`src/rtl/ofl_pkg.sv`:
```
package ofl_pkg;

    typedef enum logic {
        LOAD_BYTE = 1'b0,
        LOAD_BIT  = 1'b1
    } load_mode_e;

    function automatic int unsigned ceil_div(input int unsigned num, input int unsigned den);
        return (num + den - 1) / den;
    endfunction

    function automatic int unsigned idx_width(input int unsigned count);
        return (count > 1) ? $clog2(count) : 1;
    endfunction

endpackage

```
`src/rtl/ofl_wrap_ctr.sv`:
```
module ofl_wrap_ctr #(
    parameter int unsigned COUNT = 6,
    localparam int unsigned CW   = ofl_pkg::idx_width(COUNT)
) (
    input  logic          clk,
    input  logic          rst,
    input  logic          adv,
    output logic [CW-1:0] cnt_o
);
    localparam logic [CW-1:0] LAST = CW'(COUNT - 1);

    logic [CW-1:0] cnt_q;

    always_ff @(posedge clk) begin
        if (rst)
            cnt_q <= '0;
        else if (adv)
            cnt_q <= (cnt_q == LAST) ? '0 : cnt_q + 1'b1;
    end

    assign cnt_o = cnt_q;


    ctr_wrap_chk: assert property (@(posedge clk) disable iff (rst)
        (adv && cnt_q == LAST) |=> (cnt_q == '0));


    ctr_hold_chk: assert property (@(posedge clk) disable iff (rst)
        !adv |=> $stable(cnt_q));

endmodule

```
`src/rtl/ofl_store.sv`:
```
module ofl_store #(
    parameter int unsigned DATA_W   = 9,
    parameter int unsigned OFFSET_W = 19,
    parameter logic [DATA_W-1:0] DFLT_LO = DATA_W'('h7F),
    parameter logic [DATA_W-1:0] DFLT_HI = DATA_W'('hFF),
    localparam int unsigned NB   = ofl_pkg::ceil_div(OFFSET_W, DATA_W),
    localparam int unsigned BW   = ofl_pkg::idx_width(2 * NB),
    localparam int unsigned SW   = ofl_pkg::idx_width(2 * OFFSET_W)
) (
    input  logic                clk,
    input  logic                rst,
    input  logic                dflt_sel,
    input  logic                byte_we,
    input  logic [BW-1:0]       byte_sel,
    input  logic [DATA_W-1:0]   byte_data,
    input  logic                bit_we,
    input  logic [SW-1:0]       bit_sel,
    input  logic                bit_val,
    input  logic [BW-1:0]       rd_sel,
    output logic [DATA_W-1:0]   rd_byte_o,
    output logic [OFFSET_W-1:0] empty_o,
    output logic [OFFSET_W-1:0] full_o
);
    localparam int unsigned PADW = NB * DATA_W;
    localparam logic [BW-1:0] NB_L = BW'(NB);
    localparam logic [SW-1:0] OW_L = SW'(OFFSET_W);
    localparam logic [PADW-1:0] BYTE_MASK = PADW'({DATA_W{1'b1}});

    typedef struct packed {
        logic [OFFSET_W-1:0] full;
        logic [OFFSET_W-1:0] empty;
    } ofs_pair_t;

    ofs_pair_t ofs_q, ofs_d;

    function automatic logic [OFFSET_W-1:0] splice_byte(
        input logic [OFFSET_W-1:0] old_v,
        input logic [BW-1:0]       k,
        input logic [DATA_W-1:0]   d
    );
        logic [PADW-1:0] pad;
        int unsigned     sh;
        sh  = int'(k) * DATA_W;
        pad = PADW'(old_v);
        pad = (pad & ~(BYTE_MASK << sh)) | (PADW'(d) << sh);
        return pad[OFFSET_W-1:0];
    endfunction

    function automatic logic [OFFSET_W-1:0] splice_bit(
        input logic [OFFSET_W-1:0] old_v,
        input logic [SW-1:0]       p,
        input logic                b
    );
        logic [OFFSET_W-1:0] one;
        one = OFFSET_W'(1);
        return (old_v & ~(one << p)) | (OFFSET_W'(b) << p);
    endfunction

    logic          byte_hi, bit_hi, rd_hi;
    logic [BW-1:0] byte_k, rd_k;
    logic [SW-1:0] bit_p;

    assign byte_hi = (byte_sel >= NB_L);
    assign byte_k  = byte_hi ? byte_sel - NB_L : byte_sel;
    assign bit_hi  = (bit_sel >= OW_L);
    assign bit_p   = bit_hi ? bit_sel - OW_L : bit_sel;
    assign rd_hi   = (rd_sel >= NB_L);
    assign rd_k    = rd_hi ? rd_sel - NB_L : rd_sel;

    always_comb begin
        ofs_d = ofs_q;
        if (byte_we) begin
            if (byte_hi) ofs_d.full  = splice_byte(ofs_q.full,  byte_k, byte_data);
            else         ofs_d.empty = splice_byte(ofs_q.empty, byte_k, byte_data);
        end else if (bit_we) begin
            if (bit_hi)  ofs_d.full  = splice_bit(ofs_q.full,  bit_p, bit_val);
            else         ofs_d.empty = splice_bit(ofs_q.empty, bit_p, bit_val);
        end
    end

    always_ff @(posedge clk) begin
        if (rst) begin
            ofs_q.empty <= OFFSET_W'(dflt_sel ? DFLT_HI : DFLT_LO);
            ofs_q.full  <= OFFSET_W'(dflt_sel ? DFLT_HI : DFLT_LO);
        end else begin
            ofs_q <= ofs_d;
        end
    end

    logic [PADW-1:0] rd_pad;
    assign rd_pad    = PADW'(rd_hi ? ofs_q.full : ofs_q.empty) >> (int'(rd_k) * DATA_W);
    assign rd_byte_o = rd_pad[DATA_W-1:0];

    assign empty_o = ofs_q.empty;
    assign full_o  = ofs_q.full;


    one_bit_per_edge_chk: assert property (@(posedge clk) disable iff (rst)
        (bit_we && !byte_we) |=> ($countones(ofs_q ^ $past(ofs_q)) <= 1));


    one_side_per_byte_chk: assert property (@(posedge clk) disable iff (rst)
        byte_we |=> ($stable(ofs_q.empty) || $stable(ofs_q.full)));

endmodule

```
`src/rtl/flag_ofs_loader.sv`:
```
module flag_ofs_loader #(
    parameter int unsigned DATA_W   = 9,
    parameter int unsigned OFFSET_W = 19,
    parameter logic [DATA_W-1:0] DFLT_LO = DATA_W'('h7F),
    parameter logic [DATA_W-1:0] DFLT_HI = DATA_W'('hFF)
) (
    input  logic                clk,
    input  logic                mrst,
    input  logic                prst,
    input  logic                cfg_serial,
    input  logic                cfg_dflt_sel,
    input  logic                wr_stb,
    input  logic [DATA_W-1:0]   wr_data,
    input  logic                ser_en,
    input  logic                ser_bit,
    input  logic                rd_stb,
    output logic [DATA_W-1:0]   rd_data,
    output logic [OFFSET_W-1:0] empty_ofs,
    output logic [OFFSET_W-1:0] full_ofs
);
    import ofl_pkg::*;

    localparam int unsigned NB     = ceil_div(OFFSET_W, DATA_W);
    localparam int unsigned NSLOT  = 2 * NB;
    localparam int unsigned NBIT   = 2 * OFFSET_W;
    localparam int unsigned BW     = idx_width(NSLOT);
    localparam int unsigned SW     = idx_width(NBIT);

    load_mode_e mode_q;

    always_ff @(posedge clk) begin
        if (mrst) mode_q <= load_mode_e'(cfg_serial);
    end

    logic byte_we, bit_we;
    assign byte_we = !mrst && (mode_q == LOAD_BYTE) && wr_stb;
    assign bit_we  = !mrst && (mode_q == LOAD_BIT)  && ser_en;

    logic [BW-1:0] wr_slot, rd_slot;
    logic [SW-1:0] bit_slot;

    ofl_wrap_ctr #(.COUNT(NSLOT)) u_wr_slot (
        .clk(clk), .rst(mrst), .adv(byte_we), .cnt_o(wr_slot)
    );

    ofl_wrap_ctr #(.COUNT(NSLOT)) u_rd_slot (
        .clk(clk), .rst(mrst), .adv(rd_stb), .cnt_o(rd_slot)
    );

    ofl_wrap_ctr #(.COUNT(NBIT)) u_bit_slot (
        .clk(clk), .rst(mrst), .adv(bit_we), .cnt_o(bit_slot)
    );

    logic [DATA_W-1:0] rd_byte;

    ofl_store #(
        .DATA_W(DATA_W), .OFFSET_W(OFFSET_W),
        .DFLT_LO(DFLT_LO), .DFLT_HI(DFLT_HI)
    ) u_store (
        .clk       (clk),
        .rst       (mrst),
        .dflt_sel  (cfg_dflt_sel),
        .byte_we   (byte_we),
        .byte_sel  (wr_slot),
        .byte_data (wr_data),
        .bit_we    (bit_we),
        .bit_sel   (bit_slot),
        .bit_val   (ser_bit),
        .rd_sel    (rd_slot),
        .rd_byte_o (rd_byte),
        .empty_o   (empty_ofs),
        .full_o    (full_ofs)
    );

    always_ff @(posedge clk) begin
        if (mrst)        rd_data <= '0;
        else if (rd_stb) rd_data <= rd_byte;
    end


    preset_load_chk: assert property (@(posedge clk)
        mrst |=> (empty_ofs == OFFSET_W'($past(cfg_dflt_sel) ? DFLT_HI : DFLT_LO)
               && full_ofs  == OFFSET_W'($past(cfg_dflt_sel) ? DFLT_HI : DFLT_LO)
               && rd_data == '0));


    mode_hold_chk: assert property (@(posedge clk) disable iff (mrst)
        1'b1 |=> $stable(mode_q));


    byte_mode_bits_ignored_chk: assert property (@(posedge clk) disable iff (mrst)
        (mode_q == LOAD_BYTE && !wr_stb) |=> ($stable(empty_ofs) && $stable(full_ofs)));


    bit_mode_bytes_ignored_chk: assert property (@(posedge clk) disable iff (mrst)
        (mode_q == LOAD_BIT && !ser_en) |=> ($stable(empty_ofs) && $stable(full_ofs)));


    prst_no_effect_chk: assert property (@(posedge clk) disable iff (mrst)
        (prst && !wr_stb && !ser_en) |=> ($stable(empty_ofs) && $stable(full_ofs)
                                          && $stable(mode_q)));

endmodule

```
`config.mk`:
```
export PLATFORM = sky130hd
export DESIGN_NAME = flag_ofs_loader
export DESIGN_NICKNAME = d
export VERILOG_FILES = /design/src/rtl/ofl_pkg.sv /design/src/rtl/ofl_wrap_ctr.sv /design/src/rtl/ofl_store.sv /design/src/rtl/flag_ofs_loader.sv
export SDC_FILE = /design/constraint.sdc
export NUM_CORES = 1
export LEC_CHECK = 0
export BUFFER_PORTS_ARGS = -buffer_cell sky130_fd_sc_hd__buf_2
export CORE_MARGIN = 2
export CORE_UTILIZATION = 30
export DETAILED_ROUTE_END_ITERATION = 6
export GPL_TIMING_DRIVEN = 0
export PLACE_DENSITY = 0.55
export SLEW_MARGIN = 10
export SYNTH_ARGS = -nofsm -noshare
export SYNTH_HDL_FRONTEND = slang
export SYNTH_SLANG_ARGS = --single-unit
```
`constraint.sdc`:
```
create_clock -name clk -period 3.55 [get_ports clk]
set_clock_uncertainty 0.2 [all_clocks]
set_input_delay 0.1775 -clock clk [delete_from_list [all_inputs] [get_ports clk]]
set_output_delay 0.1775 -clock clk [all_outputs]
set_load 0.05 [all_outputs]
```
==> flow_summary.ini <==
[synth]
ys_seq_area_share_pct = 41.4
synth_top_area_share_pct = 30.4
syn_avg_cell_area_um2 = 9.05
ys_seq_elements = 60
syn_nets = 451
synthAdderAreaFrac_pct = 2.60
synth_edf_count = 39
syn_area_mm2 = 0.00385
synth_top_area_cell = edfxtp_1
synth_compound_area_share_pct = 29.2
syn-instance-count = 425
yosys.cell_types.count = 61
synth_simple_gate_area_share_pct = 17.3
synth_flop_cell = edfxtp_1
synth_xor_area_share_pct = 0.683
synth_top_family_by_area = compound AO/OA/AOI/OAI gates
synthMuxAreaShare_pct = 3.41
synth_area_leaders = edfxtp_1, dfxtp_1, nand2_1
yosysWarnings = 0
async_reset_ff_share_pct = 0

[power_and_ir_drop]
p_leak_uw = 0.00181
cellPowerDensity_mw_per_mm2 = 476
combPwrFrac_pct = 23.3
irDropWorstVdd_mv = 0.173
p_sw_uw = 753
switching_share_pct = 33.4
p_int_uw = 1500
power_frac_seq_pct = 38.4
clkPwrFrac_pct = 38.3

[critical_path]
reg2reg_slack_ns = 0.48
cp_data_required_time_ns = 3.42
critPathMaxFanout = 10
path_class = register to register
startpoint_type = register
cp.arrival_ns = 2.94
worst_setup_path_end_kind = register

[clock_tree]
holdBufCountCts = 3
cts_tree = yes
cts.path.max_buffers = 2
post_cts_buffers = 0
numCtsBuffers = 9
cts.clk_slew.worst_paths_ns = 0.06
clk_latency_ns = 0.34
cts_sinks = 60
cts_htree_levels = 3
post_cts_resized = 0
cts-root-buf = clkbuf_16

[grt]
met3_usage_pct = 4.48
antenna_found_initial = 0
grt_max_degree = 14
first_global_vias = 3490
grtUsageMet1_pct = 23.8
use_met2_pct = 30.8
globalRoute.busiestLayer = met2
grt_overflow = 0
track_usage_pct = 18.4
grt_pass1_wl_mm = 19.2

[placement]
portBuffers = 63
post-dp-hpwl_mm = 9.44
gp_congestion = 0.832

[status]
status = finished, final reports clean

[sta]
fin_tns_setup_ns = 0
rsz0062_at_grt = false
setup_violations = 0
hold_viol = 0
min_period_ns = 3.07
finalMaxSlewViolations = 0
worst_slew_pin_slew_ns = 1.05
max_freq_ghz = 0.326
slew_headroom_pct = 29.7
finalCritPeriodShare_pct = 86.5

[final_layout]
area_delta_synth_final_pct = 23.1
final_cell_mix = buf_2, nand2_1, edfxtp_1
layout_commonest_cell = buf_2
diodes = 0
fin_nets = 530
drive_above_1_share_pct = 20.6
final_util_pct = 37.7

[die]
coreArea_mm2 = 0.0126
core.rowCount = 41
start_util_pct = 30.6
dieArea_mm2 = 0.0137
die_h_um = 117
chipWidth_um = 117
io_pins = 65

[routing]
drtIter0Drc = 404
vias = 3689
wl_mm = 12.3
antenna_left = 0
drtPass1Iterations = 5
drcViolationCount = 0
viasPerCell = 5.42
wl_per_cell_um = 18.1

[job]
cap_violations = 0

[worst_hold_path]
min_path_type = primary input to register
-- critical path: stages, from the launching register on --
cell	delay, ns
dfxtp_1	0.45
ha_1	0.26
clkbuf_1	0.35
nand2b_1	0.24
nor2_1	0.07
o31ai_1	0.86
or3_1	0.27
a31oi_1	0.10
-- final timing paths --
check                 startpoint            endpoint  cells after the start
max          u_bit_slot.cnt_o[1]   u_store.full_o[2]                      7
min                       rd_stb  u_rd_slot.cnt_o[0]                      5
max reg2reg  u_bit_slot.cnt_o[1]   u_store.full_o[2]                      7
min reg2reg           rd_data[2]          rd_data[2]                      2
-- through the flow --
stage | hold slack (ns) | cell area, um2 | std cells | power, uW | setup WS [ns]
2_1_floorplan | 0.0764 | 3850 | 425 | 1250 | 0.649
3_3_place_gp | 0.156 | 4380 | 660 | 1390 | -0.523
3_5_place_dp | 0.156 | 4420 | 662 | 1400 | 0.571
4_1_cts | 0.0172 | 4730 | 681 | 2270 | 0.557
5_1_grt | 0.0793 | 4730 | 681 | 2340 | 0.309
6_report | 0.0322 | 4730 | 681 | 2260 | 0.478
-- sequential cells by signal (all words and copies together) (netlist names) --
register / flops
u_store.empty_o: 19
u_store.full_o: 19
rd_data: 9
u_bit_slot.cnt_o: 6
u_rd_slot.cnt_o: 3
u_wr_slot.cnt_o: 3
mode_q: 1
-- metal layers --
layer	part of all wire, %	routed length, um
met5	0	0
met2	47	5850
met1	45	5600
met3	5.4	662
met4	1.7	208
-- final cells by class --
class / count / area [um2]
tap: 172 / 215
inverter: 27 / 101
multi-input combinational: 313 / 2050
clock inverter: 5 / 53.8
sequential: 60 / 1590
buffer: 25 / 110
clock buffer: 11 / 233
timing repair buffer: 68 / 375
fill: 1254 / 7830
-- cell families (layout without fill, tap and decap cells) --
family	after synthesis	after routing
buffers and inverters	52	136
and+or+nand+nor	132	132
muxes	12	12
xor gates and xnor gates	3	3
adders and majority gates	8	8
DFF	60	60
AOI/OAI and AO/OA	158	158
-- synth_stat cells (all sizes together), types with 10 or more instances --
cell,number
nor2,25
inv,27
a221oi,15
a31oi,14
a21oi,29
o31a,10
nor3,11
nand2,46
dfxtp,21
o21ai,22
edfxtp,39
clkbuf,19
o211ai,17
-- power by group through the flow --
stage / Combinational, uW / Clock (uW) / Sequential (uW)
after floorplan: 210 / 0 / 1040
after global placement: 510 / 0 / 880
after detailed placement: 520 / 0 / 880
after CTS: 524 / 877 / 866
after global routing: 565 / 904 / 874
final: 525 / 865 / 866
Note: power is estimated with default switching activity, not from simulation.
